## src/rtl/dcs_pkg.sv

```systemverilog
package dcs_pkg;
  localparam int PA_W = 36;

  typedef struct packed {
    logic            en;
    logic [PA_W-1:0] base;
    logic [PA_W-1:0] szm1;
    logic [PA_W-1:0] last;
    logic [7:0]      attr;
  } win_t;
endpackage

```

## src/rtl/dcs_regfile.sv

```systemverilog
module dcs_regfile #(
  parameter int NWIN       = 4,
  parameter bit PACKED_MAP = 1'b0,
  parameter int REG_AW     = 8
) (
  input  logic                   clk,
  input  logic                   rst,
  input  logic                   wr_en,
  input  logic                   rd_en,
  input  logic [REG_AW-1:0]      addr,
  input  logic [31:0]            wdata,
  output logic [31:0]            rdata,
  output logic [NWIN-1:0][31:0]  reg_a,
  output logic [NWIN-1:0][31:0]  reg_b
);
  localparam int STRIDE_LG = PACKED_MAP ? 4 : 3;
  localparam int IW        = (NWIN > 1) ? $clog2(NWIN) : 1;
  localparam logic [REG_AW-1:0] LOW_MASK = PACKED_MAP ? REG_AW'(15) : REG_AW'(3);

  logic [REG_AW-1:0] idx_full;
  logic [IW-1:0]     idx;
  logic              mapped;
  logic              sel_b;

  assign idx_full = addr >> STRIDE_LG;
  assign idx      = idx_full[IW-1:0];
  assign mapped   = ((addr & LOW_MASK) == '0) && (idx_full < REG_AW'(NWIN));
  assign sel_b    = !PACKED_MAP && addr[2];

  always_ff @(posedge clk) begin
    if (rst) reg_a <= '0;
    else if (wr_en && mapped && !sel_b) reg_a[idx] <= wdata;
  end

  generate
    if (PACKED_MAP) begin : g_single
      assign reg_b = '0;
    end else begin : g_pair
      always_ff @(posedge clk) begin
        if (rst) reg_b <= '0;
        else if (wr_en && mapped && sel_b) reg_b[idx] <= wdata;
      end
    end
  endgenerate

  always_ff @(posedge clk) begin
    if (rst) rdata <= '0;
    else if (rd_en) rdata <= !mapped ? 32'h0 : (sel_b ? reg_b[idx] : reg_a[idx]);
  end
endmodule

```

## src/rtl/dcs_win_decode.sv

```systemverilog
module dcs_win_decode
  import dcs_pkg::*;
#(
  parameter int IDX        = 0,
  parameter bit PACKED_MAP = 1'b0
) (
  input  logic [31:0] base_reg,
  input  logic [31:0] size_reg,
  input  logic        coh_en,
  output win_t        win
);
  generate
    if (!PACKED_MAP) begin : g_std
      logic unused_std;
      assign unused_std = ^{base_reg[23:4], size_reg[23:1]};
      always_comb begin
        win.en   = size_reg[0];
        win.base = {base_reg[3:0], base_reg[31:24], 24'h0};
        win.szm1 = {4'h0, size_reg[31:24], 24'hFF_FFFF};
        win.last = win.base + win.szm1;
        win.attr = {3'b000, coh_en, 4'hF & ~(4'(1) << IDX)};
      end
    end else begin : g_map
      logic [3:0] code;
      logic       unused_map;
      assign code       = base_reg[19:16];
      assign unused_map = ^{base_reg[22:20], base_reg[15:1], size_reg, coh_en};
      always_comb begin
        win.en   = base_reg[0] && (code >= 4'd4);
        win.base = {4'h0, base_reg[31:23], 23'h0};
        win.szm1 = (36'd1 << (6'(code) + 6'd16)) - 36'd1;
        win.last = win.base + win.szm1;
        win.attr = 8'h00;
      end
    end
  endgenerate
endmodule

```

## src/rtl/dcs_match.sv

```systemverilog
module dcs_match
  import dcs_pkg::*;
#(
  parameter int NWIN = 4,
  parameter int CS_W = 2
) (
  input  logic                 clk,
  input  logic                 rst,
  input  win_t [NWIN-1:0]      wins,
  input  logic                 req_valid,
  input  logic [PA_W-1:0]      req_addr,
  output logic                 res_valid,
  output logic                 res_hit,
  output logic [CS_W-1:0]      res_cs,
  output logic [7:0]           res_attr
);
  logic            hit_any;
  logic [CS_W-1:0] sel;
  logic [7:0]      sel_attr;
  logic [NWIN-1:0] en_vec;

  always_comb begin
    hit_any  = 1'b0;
    sel      = '0;
    sel_attr = '0;
    for (int i = NWIN - 1; i >= 0; i--) begin
      en_vec[i] = wins[i].en;
      if (wins[i].en && req_addr >= wins[i].base && req_addr <= wins[i].last) begin
        hit_any  = 1'b1;
        sel      = CS_W'(i);
        sel_attr = wins[i].attr;
      end
    end
  end

  always_ff @(posedge clk) begin
    if (rst) begin
      res_valid <= 1'b0;
      res_hit   <= 1'b0;
      res_cs    <= '0;
      res_attr  <= '0;
    end else begin
      res_valid <= req_valid;
      if (req_valid) begin
        res_hit  <= hit_any;
        res_cs   <= sel;
        res_attr <= sel_attr;
      end
    end
  end


  resp_lat_chk: assert property (@(posedge clk) disable iff (rst)
    req_valid |=> res_valid);

  miss_zero_chk: assert property (@(posedge clk) disable iff (rst)
    (res_valid && !res_hit) |-> (res_cs == '0 && res_attr == 8'h00));

  en_hit_chk: assert property (@(posedge clk) disable iff (rst)
    (res_valid && res_hit) |-> (($past(en_vec) & (NWIN'(1) << res_cs)) != '0));

  attr_bit_clr_chk: assert property (@(posedge clk) disable iff (rst)
    (res_valid && res_hit) |-> !res_attr[res_cs]);
endmodule

```

## src/rtl/dcs_dma_pack.sv

```systemverilog
module dcs_dma_pack
  import dcs_pkg::*;
#(
  parameter int NWIN  = 4,
  parameter int CS_W  = 2,
  parameter int CNT_W = 3
) (
  input  logic                   clk,
  input  logic                   rst,
  input  win_t [NWIN-1:0]        wins,
  output logic [CNT_W-1:0]       dma_count,
  output logic [NWIN*CS_W-1:0]   dma_cs,
  output logic [NWIN*8-1:0]      dma_attr,
  output logic [NWIN*32-1:0]     dma_base,
  output logic [NWIN*32-1:0]     dma_szm1
);
  logic [CNT_W-1:0]     n;
  logic [NWIN*CS_W-1:0] cs_n;
  logic [NWIN*8-1:0]    attr_n;
  logic [NWIN*32-1:0]   base_n;
  logic [NWIN*32-1:0]   szm1_n;

  always_comb begin
    n      = '0;
    cs_n   = '0;
    attr_n = '0;
    base_n = '0;
    szm1_n = '0;
    for (int i = 0; i < NWIN; i++) begin
      if (wins[i].en && wins[i].base[PA_W-1:32] == '0) begin
        cs_n[n*CS_W +: CS_W] = CS_W'(i);
        attr_n[n*8 +: 8]     = wins[i].attr;
        base_n[n*32 +: 32]   = wins[i].base[31:0];
        szm1_n[n*32 +: 32]   = wins[i].szm1[31:0];
        n = n + 1'b1;
      end
    end
  end

  always_ff @(posedge clk) begin
    if (rst) begin
      dma_count <= '0;
      dma_cs    <= '0;
      dma_attr  <= '0;
      dma_base  <= '0;
      dma_szm1  <= '0;
    end else begin
      dma_count <= n;
      dma_cs    <= cs_n;
      dma_attr  <= attr_n;
      dma_base  <= base_n;
      dma_szm1  <= szm1_n;
    end
  end


  count_range_chk: assert property (@(posedge clk) disable iff (rst)
    dma_count <= CNT_W'(NWIN));
endmodule

```

## src/rtl/dram_cs_decoder.sv

```systemverilog
module dram_cs_decoder
  import dcs_pkg::*;
#(
  parameter int NUM_CS     = 4,
  parameter bit PACKED_MAP = 1'b0,
  parameter int REG_AW     = 8,
  localparam int NWIN      = PACKED_MAP ? 2 : NUM_CS,
  localparam int CS_W      = (NWIN > 1) ? $clog2(NWIN) : 1,
  localparam int CNT_W     = $clog2(NWIN + 1)
) (
  input  logic                  clk,
  input  logic                  rst,
  input  logic                  reg_wr_en,
  input  logic                  reg_rd_en,
  input  logic [REG_AW-1:0]     reg_addr,
  input  logic [31:0]           reg_wdata,
  output logic [31:0]           reg_rdata,
  input  logic                  coh_en,
  input  logic                  req_valid,
  input  logic [35:0]           req_addr,
  output logic                  res_valid,
  output logic                  res_hit,
  output logic [CS_W-1:0]       res_cs,
  output logic [7:0]            res_attr,
  output logic [CNT_W-1:0]      dma_count,
  output logic [NWIN*CS_W-1:0]  dma_cs,
  output logic [NWIN*8-1:0]     dma_attr,
  output logic [NWIN*32-1:0]    dma_base,
  output logic [NWIN*32-1:0]    dma_szm1
);
  logic [NWIN-1:0][31:0] reg_a;
  logic [NWIN-1:0][31:0] reg_b;
  win_t [NWIN-1:0]       wins;

  dcs_regfile #(.NWIN(NWIN), .PACKED_MAP(PACKED_MAP), .REG_AW(REG_AW)) u_regs (
    .clk(clk), .rst(rst), .wr_en(reg_wr_en), .rd_en(reg_rd_en),
    .addr(reg_addr), .wdata(reg_wdata), .rdata(reg_rdata),
    .reg_a(reg_a), .reg_b(reg_b)
  );

  generate
    for (genvar g = 0; g < NWIN; g++) begin : g_win
      dcs_win_decode #(.IDX(g), .PACKED_MAP(PACKED_MAP)) u_dec (
        .base_reg(reg_a[g]), .size_reg(reg_b[g]), .coh_en(coh_en), .win(wins[g])
      );
    end
  endgenerate

  dcs_match #(.NWIN(NWIN), .CS_W(CS_W)) u_match (
    .clk(clk), .rst(rst), .wins(wins), .req_valid(req_valid), .req_addr(req_addr),
    .res_valid(res_valid), .res_hit(res_hit), .res_cs(res_cs), .res_attr(res_attr)
  );

  dcs_dma_pack #(.NWIN(NWIN), .CS_W(CS_W), .CNT_W(CNT_W)) u_dma (
    .clk(clk), .rst(rst), .wins(wins), .dma_count(dma_count), .dma_cs(dma_cs),
    .dma_attr(dma_attr), .dma_base(dma_base), .dma_szm1(dma_szm1)
  );
endmodule

```

## config.mk

```make
export PLATFORM = sky130hd
export DESIGN_NAME = dram_cs_decoder
export DESIGN_NICKNAME = d
export VERILOG_FILES = /design/src/rtl/dcs_pkg.sv /design/src/rtl/dcs_regfile.sv /design/src/rtl/dcs_win_decode.sv /design/src/rtl/dcs_match.sv /design/src/rtl/dcs_dma_pack.sv /design/src/rtl/dram_cs_decoder.sv
export SDC_FILE = /design/constraint.sdc
export NUM_CORES = 1
export LEC_CHECK = 0
export BUFFER_PORTS_ARGS = -buffer_cell sky130_fd_sc_hd__buf_2
export CORE_MARGIN = 2
export CORE_UTILIZATION = 56
export DETAILED_ROUTE_END_ITERATION = 8
export PLACE_DENSITY = 0.81
export REMOVE_ABC_BUFFERS = 1
export SETUP_SLACK_MARGIN = 0.3
export SLEW_MARGIN = 20
export SYNTH_ARGS = -nofsm -noshare
export SYNTH_HDL_FRONTEND = slang
export SYNTH_SLANG_ARGS = --single-unit
```

## constraint.sdc

```tcl
create_clock -name clk -period 5.3 [get_ports clk]
set_input_delay 0.265 -clock clk [delete_from_list [all_inputs] [get_ports clk]]
set_output_delay 0.265 -clock clk [all_outputs]
set_load 0.005 [all_outputs]
```

## After elaboration in Yosys (flattened, before gate mapping)

Index checks and enable logic that the tools add are counted.

- Register bits: 599
- Input port bits: 82
- Logic and storage cells: 142

- Add/subtract/negate cells: 16
- Magnitude comparators: 11
- Shift operators: 21
- Multiplexer cells: 52
- Bitwise logic cells: 1
- Reductions and logical operators: 23

Operators by type and width:

| kind | number |
|---|---|
| $bwmux 128 | 8 |
| $mux 128 | 6 |
| $shiftx 32x34->128 | 6 |
| $shift 32x34->128 const A | 3 |
| $mux 32 | 10 |
| $add 36x32->36 | 4 |
| $ge 36x36->1 | 4 |
| $le 36x36->1 | 4 |
| $bmux 32 s2 | 2 |
| $neg 4->34 | 3 |
| $neg 6->34 | 3 |
| $shift 2x34->8 const A | 3 |
| $shift 8x34->32 const A | 3 |
| $shiftx 2x34->8 const A | 3 |
| $shiftx 8x34->32 | 3 |
| $bwmux 32 | 3 |
| $neg 8->34 | 2 |
| $demux 32 s2 | 1 |
| $neg 2->34 | 1 |
| $mux 5 | 5 |
| $mux 8 | 3 |
| $logic_and 1x1->1 | 17 |
| $bwmux 8 | 2 |
| $logic_not 4->1 | 4 |
| 11 further kinds | 21 |

## Longest topological paths before layout

- Depth in word-level cells: 11
- Gate-level depth with buffers: 21
- Gate-level depth less buffers: 18

## By module

Synthesis repeated with hierarchy kept, for this count alone.

- Cell total of the unflattened synthesis: 4,430
- Area, all modules: 39,136.3 um2

By module, submodules not included:

| module | instances | cells each | area each (um2) | seq. area each (um2) |
|---|---|---|---|---|
| dcs_regfile | 1 | 1,126 | 13,043.8 | 5,765.5 |
| dcs_dma_pack | 1 | 1,462 | 12,813.5 | 5,985.7 |
| dcs_match | 1 | 1,138 | 8,029.0 | 240.2 |
| dcs_win_decode | 4 | 176 | 1,312.5 | 0.0 |

## Least setup slack after synthesis

Ideal clock, no wire load.

- Path kind: register -> register
- Start: register u_regs.reg_a[0] in the netlist's numbering
- End: register u_dma.dma_base[89]
- Setup time: 0.117 ns
- Data arrival time: 4.274 ns
- Setup slack: 0.909 ns
- Cell stages (with the launch flop): 20
- Clock period less this slack: 4.391 ns
- Cells stage by stage: dfxtp_1 nor3_1 and3_1 clkbuf_1 clkbuf_1 inv_1 ha_1 and3_1 clkbuf_1 clkbuf_1 nor2_1 inv_1 ha_1 ha_1 or3b_4 or3_4 nor3b_4 nor3b_4 buf_6 a22o_1

- Longest elaborated chain between the ends: 11

Ends and longest elaborated chain:

| item | line | text |
|---|---|---|
| from (decl) | dcs_regfile.sv:13 | `output logic [NWIN-1:0][31:0] reg_a,` |
| from (signal, indexed assignment) | dcs_regfile.sv:32 | `else if (wr_en && mapped && !sel_b) reg_a[idx] <= wdata;` |
| $logic_not 4->1 (*) | dcs_dma_pack.sv:30 | `if (wins[i].en && wins[i].base[PA_W-1:32] == '0) begin` |
| $logic_and 1x1->1 (*) | dcs_dma_pack.sv:30 |  |
| $mux 1 (*) | dcs_dma_pack.sv:30 |  |
| $add 1x1->2 or $neg 6->34 (tied branches) | dcs_dma_pack.sv:35, dcs_dma_pack.sv:33 |  |
| $mux 3, or another cell as far along | dcs_dma_pack.sv:30 |  |
| $add 3x1->3, or another cell as far along | dcs_dma_pack.sv:35 | `n = n + 1'b1;` |
| $mux 3, or another cell as far along | dcs_dma_pack.sv:30 |  |
| $neg 8->34 or $bwmux 128 (tied branches) | dcs_dma_pack.sv:33 | `base_n[n*32 +: 32] = wins[i].base[31:0];` |
| $shiftx 32x34->128, or another cell as far along | dcs_dma_pack.sv:33 |  |
| $bwmux 128 | dcs_dma_pack.sv:33 |  |
| $mux 128 (*) | dcs_dma_pack.sv:30 |  |
| to (signal assigned) | dcs_dma_pack.sv:51 | `dma_base <= base_n;` |
| to (decl) | dcs_dma_pack.sv:14 | `output logic [NWIN*32-1:0] dma_base,` |

Mark *: on every way between the ends. The rest lies on a longest branch, timed or not.
A chain may end at the register's enable or synchronous reset.

## Worst setup path in the final report

- Start: register u_regs.reg_a[64] in the netlist's numbering
- End: register u_dma.dma_szm1[92]

- Longest elaborated chain between the ends: 7

Ends and longest elaborated chain:

| item | line | text |
|---|---|---|
| $logic_not 4->1 (*) | dcs_dma_pack.sv:30 |  |
| $logic_and 1x1->1 (*) | dcs_dma_pack.sv:30 |  |
| $mux 3 | dcs_dma_pack.sv:30 |  |
| $neg 8->34 | dcs_dma_pack.sv:34 | `szm1_n[n*32 +: 32] = wins[i].szm1[31:0];` |
| $shiftx 32x34->128 or $shift 32x34->128 (tied branches) | dcs_dma_pack.sv:34 |  |
| $bwmux 128 | dcs_dma_pack.sv:34 |  |
| $mux 128 (*) | dcs_dma_pack.sv:30 |  |
| to (signal assigned) | dcs_dma_pack.sv:52 | `dma_szm1 <= szm1_n;` |
| to (decl) | dcs_dma_pack.sv:15 | `output logic [NWIN*32-1:0] dma_szm1` |

Marks and branches as above.

==> flow_summary.toml <==
[run_status]
status = "finished clean"

[timing]
rsz0062_at_grt = "false"
worstMarginPinSlew_ps = 1180
setup_tns_ps = 0
post-route-period-util = 0.823
max_freq_ghz = 0.229
drv_slew = 0
setup_viol = 0
hold_viol_final = 0
whs_ps = 17.5
min_period_ps = 4360
relSlewSlack = 0.211
fin_skew_ps = 36.1

[routing]
drt_first_pass_iters = 8
ant_nets = 0
viasPerCell = 5.81
wl_met2_mm = 31.5
wl_met3_mm = 6.81
drc = 0
wl_mm = 65.7
top_layer = "met5"
vias = 18773
wl_per_cell_um = 20.3
initialDrtViolationCount = 1783
met1Wirelength_mm = 23.8

[final_layout]
finalNetCount = 2919
design_area_mm2 = 0.0236
syn_to_final_growth_pct = 11.2
drive_gt1_frac = 0.190

[yosys]
synth_area_mm2 = 0.0212
ys_warn_count = 0
seq_area_frac_synth = 0.364
synthCells = 2546
ys_types = 66
synth_top_family_by_area = "simple AND/OR/NAND/NOR gates"
yosys.area_share.adder = 0.0868
synth_area_per_cell_um2 = 8.32
synth_compound_area_frac = 0.145
synth-simple-area-share = 0.176
async_flop_share = 0
synthMuxAreaShare = 0.0838
synth_edf_count = 0
synth_seq_cells = 385
ys.flop_type = "dfxtp_1"
synth_xor_area_frac = 0.0165

[placement]
port_buffers = 313
routabilityCongestion = 0.959
place_area_mm2 = 0.0218
hpwl_mm = 45.2

[clock_tree]
clock_path_buffers = 3
post_cts_buffers = 0
cts-root-buf = "clkbuf_16"
clkTransAtPathRegs_ps = 60
cts_sinks = 385
h-tree-depth = 2
clock_latency_ps = 600
cts_made_buffers = 42
cts_tree = "done"

[worst_setup_path]
worstSetupPathType = "reg -> reg"
worst-path-max-fanout = 18
r2r_cells = 10
worst_ep_required_time_ps = 5810
end_kind = "flip-flop"
critPathLaunchType = "flip-flop"
crit_arrival_ps = 4880
reg2reg_slack_ps = 940

[power_and_ir_drop]
p_int_uw = 4900
p_seq_frac = 0.454
p_comb_frac = 0.056
swShare = 0.233
powerDensity_mw_per_mm2 = 271
p_leak_uw = 0.00964
peakVddDrop_mv = 0.265
p_total_uw = 6380
switching_power_uw = 1490
power_frac_clock = 0.490

[run]
max-cap-violations = 0

[floorplan]
dieWidth_um = 199
rows = 71
die_area_mm2 = 0.0394
start_util = 0.565
die_height_um = 199
core_area_mm2 = 0.0375
ios = 425

[grt]
overflow = 0
antenna_found_initial = 2
track_usage = 0.326
grt_pass1_vias = 18096
grt_max_degree = 181
grt_pass1_wl_mm = 99.0

[hold_path]
hp-class = "in -> reg"
hold_depth = 3
-- sequential cells by signal, summed over array words and instances (netlist names) --
name and count:
u_regs.reg_b 128, u_dma.dma_attr 17, u_match.res_attr 5, u_regs.reg_a 128
u_match.res_cs 2, u_match.res_hit 1, u_regs.rdata 32, u_dma.dma_count 3
u_dma.dma_cs 2, u_dma.dma_base 32, u_match.res_valid 1, u_dma.dma_szm1 34
-- synth_stat cells, types with 4 or more instances --
library cell / n / share of area
or3_1: 4 / 0.0012
buf_4: 243 / 0.086
a22oi_1: 33 / 0.012
nor3_1: 19 / 0.0045
nor4_1: 9 / 0.0027
a21o_1: 14 / 0.0050
o211ai_1: 4 / 0.0014
buf_2: 20 / 0.0047
xor2_1: 11 / 0.0045
xnor2_1: 29 / 0.012
o21ai_0: 24 / 0.0057
a22o_1: 12 / 0.0050
mux2i_1: 33 / 0.016
a21oi_1: 374 / 0.088
clkbuf_1: 113 / 0.020
nand2_1: 558 / 0.099
buf_1: 8 / 0.0014
nand3b_1: 5 / 0.0018
nand3_1: 20 / 0.0047
and2_1: 12 / 0.0035
fa_1: 5 / 0.0047
a31oi_1: 9 / 0.0027
o2111ai_1: 5 / 0.0021
a211oi_1: 27 / 0.0096
a22o_2: 5 / 0.0024
nor2b_1: 15 / 0.0044
nor2_1: 169 / 0.030
ha_1: 139 / 0.082
inv_1: 77 / 0.014
mux4_2: 63 / 0.067
nand4_1: 26 / 0.0077
and3_1: 9 / 0.0027
dfxtp_1: 385 / 0.36
o41ai_1: 4 / 0.0017
o21bai_1: 5 / 0.0018
or2_2: 5 / 0.0015
-- worst paths after layout --
check,start,end
setup / recovery,u_regs.reg_a[64]$_SDFFE_PP0P_,u_dma.dma_szm1[92]$_SDFF_PP0_
setup reg to reg,u_regs.reg_a[64]$_SDFFE_PP0P_,u_dma.dma_szm1[92]$_SDFF_PP0_
hold reg to reg,u_regs.reg_b[84]$_SDFFE_PP0P_,u_regs.reg_b[84]$_SDFFE_PP0P_
hold / removal,reg_wdata[0],u_regs.reg_b[96]$_SDFFE_PP0P_
-- repair_timing --
action	in CTS	in global routing
hold endpoints to repair	224	0
gates resized for setup	0	0
hold buffers	31	0
-- stage by stage --
step,cells,util,worst slack (ps)
6_report,3232,0.629,940
5_1_grt,3232,0.629,757
4_1_cts,3231,0.628,1010
3_5_place_dp,3129,0.581,1040
3_3_place_gp,3129,0.581,1200
2_1_floorplan,2269,-,518
-- placed cells by master (no fill, tap or decap), types with 11 or more instances in the layout --
master,n
a22oi_1,33
clkbuf_16,43
mux4_2,63
o21ai_0,24
dfxtp_1,385
a21o_1,14
ha_1,139
nand3_1,18
nor3_1,18
nor2b_1,15
conb_1,111
xor2_1,11
inv_1,77
xnor2_1,29
a211oi_1,27
a21oi_1,374
buf_4,36
nand4_1,26
mux2i_1,33
buf_2,310
and2_1,12
nand2_1,555
a22o_1,12
dlygate4sd3_1,31
nor2_1,168
-- layout make-up --
cell class / count / area (um^2)
fillers: 3266 / 13900
multi-input cells: 1806 / 11300
flip-flops and latches: 385 / 7710
repair buffers: 380 / 2180
clock buffers: 53 / 1180
well taps: 511 / 639
clock inverters: 18 / 297
inverters: 78 / 293
diodes: 1 / 2.50
-- cell families after synthesis --
family	after synthesis
other	1
xor gates and xnor gates	40
muxes	97
buffers and inverters	465
adders and majority gates	144
AOI/OAI and AO/OA	536
and+or+nand+nor	878
DFF	385
-- worst max-delay path, cell delays in order (launching register included) --
cell and delay (ps):
dfxtp_1 380, nor4_1 480, and2_1 310, inv_1 110, fa_1 600, ha_1 260, ha_1 310, or3b_4 410
or3_4 390, nor2_2 770, a22o_2 270
-- power by group through the flow --
stage	clock network, uW	logic [uW]	registers (uW)
finish	3130	355	2900
CTS	3160	348	2900
detailed placement	0	328	2970
floorplan	0	129	2960
global placement	0	319	2970
global route	3270	388	2900
-- metal layers --
layer	vias up	global-route usage
met5	-	0
met3	223	0.0610
met2	1050	0.557
met4	2	0.189
met1	8883	0.385
li1	8615	-
(Power assumes the default switching activity.)
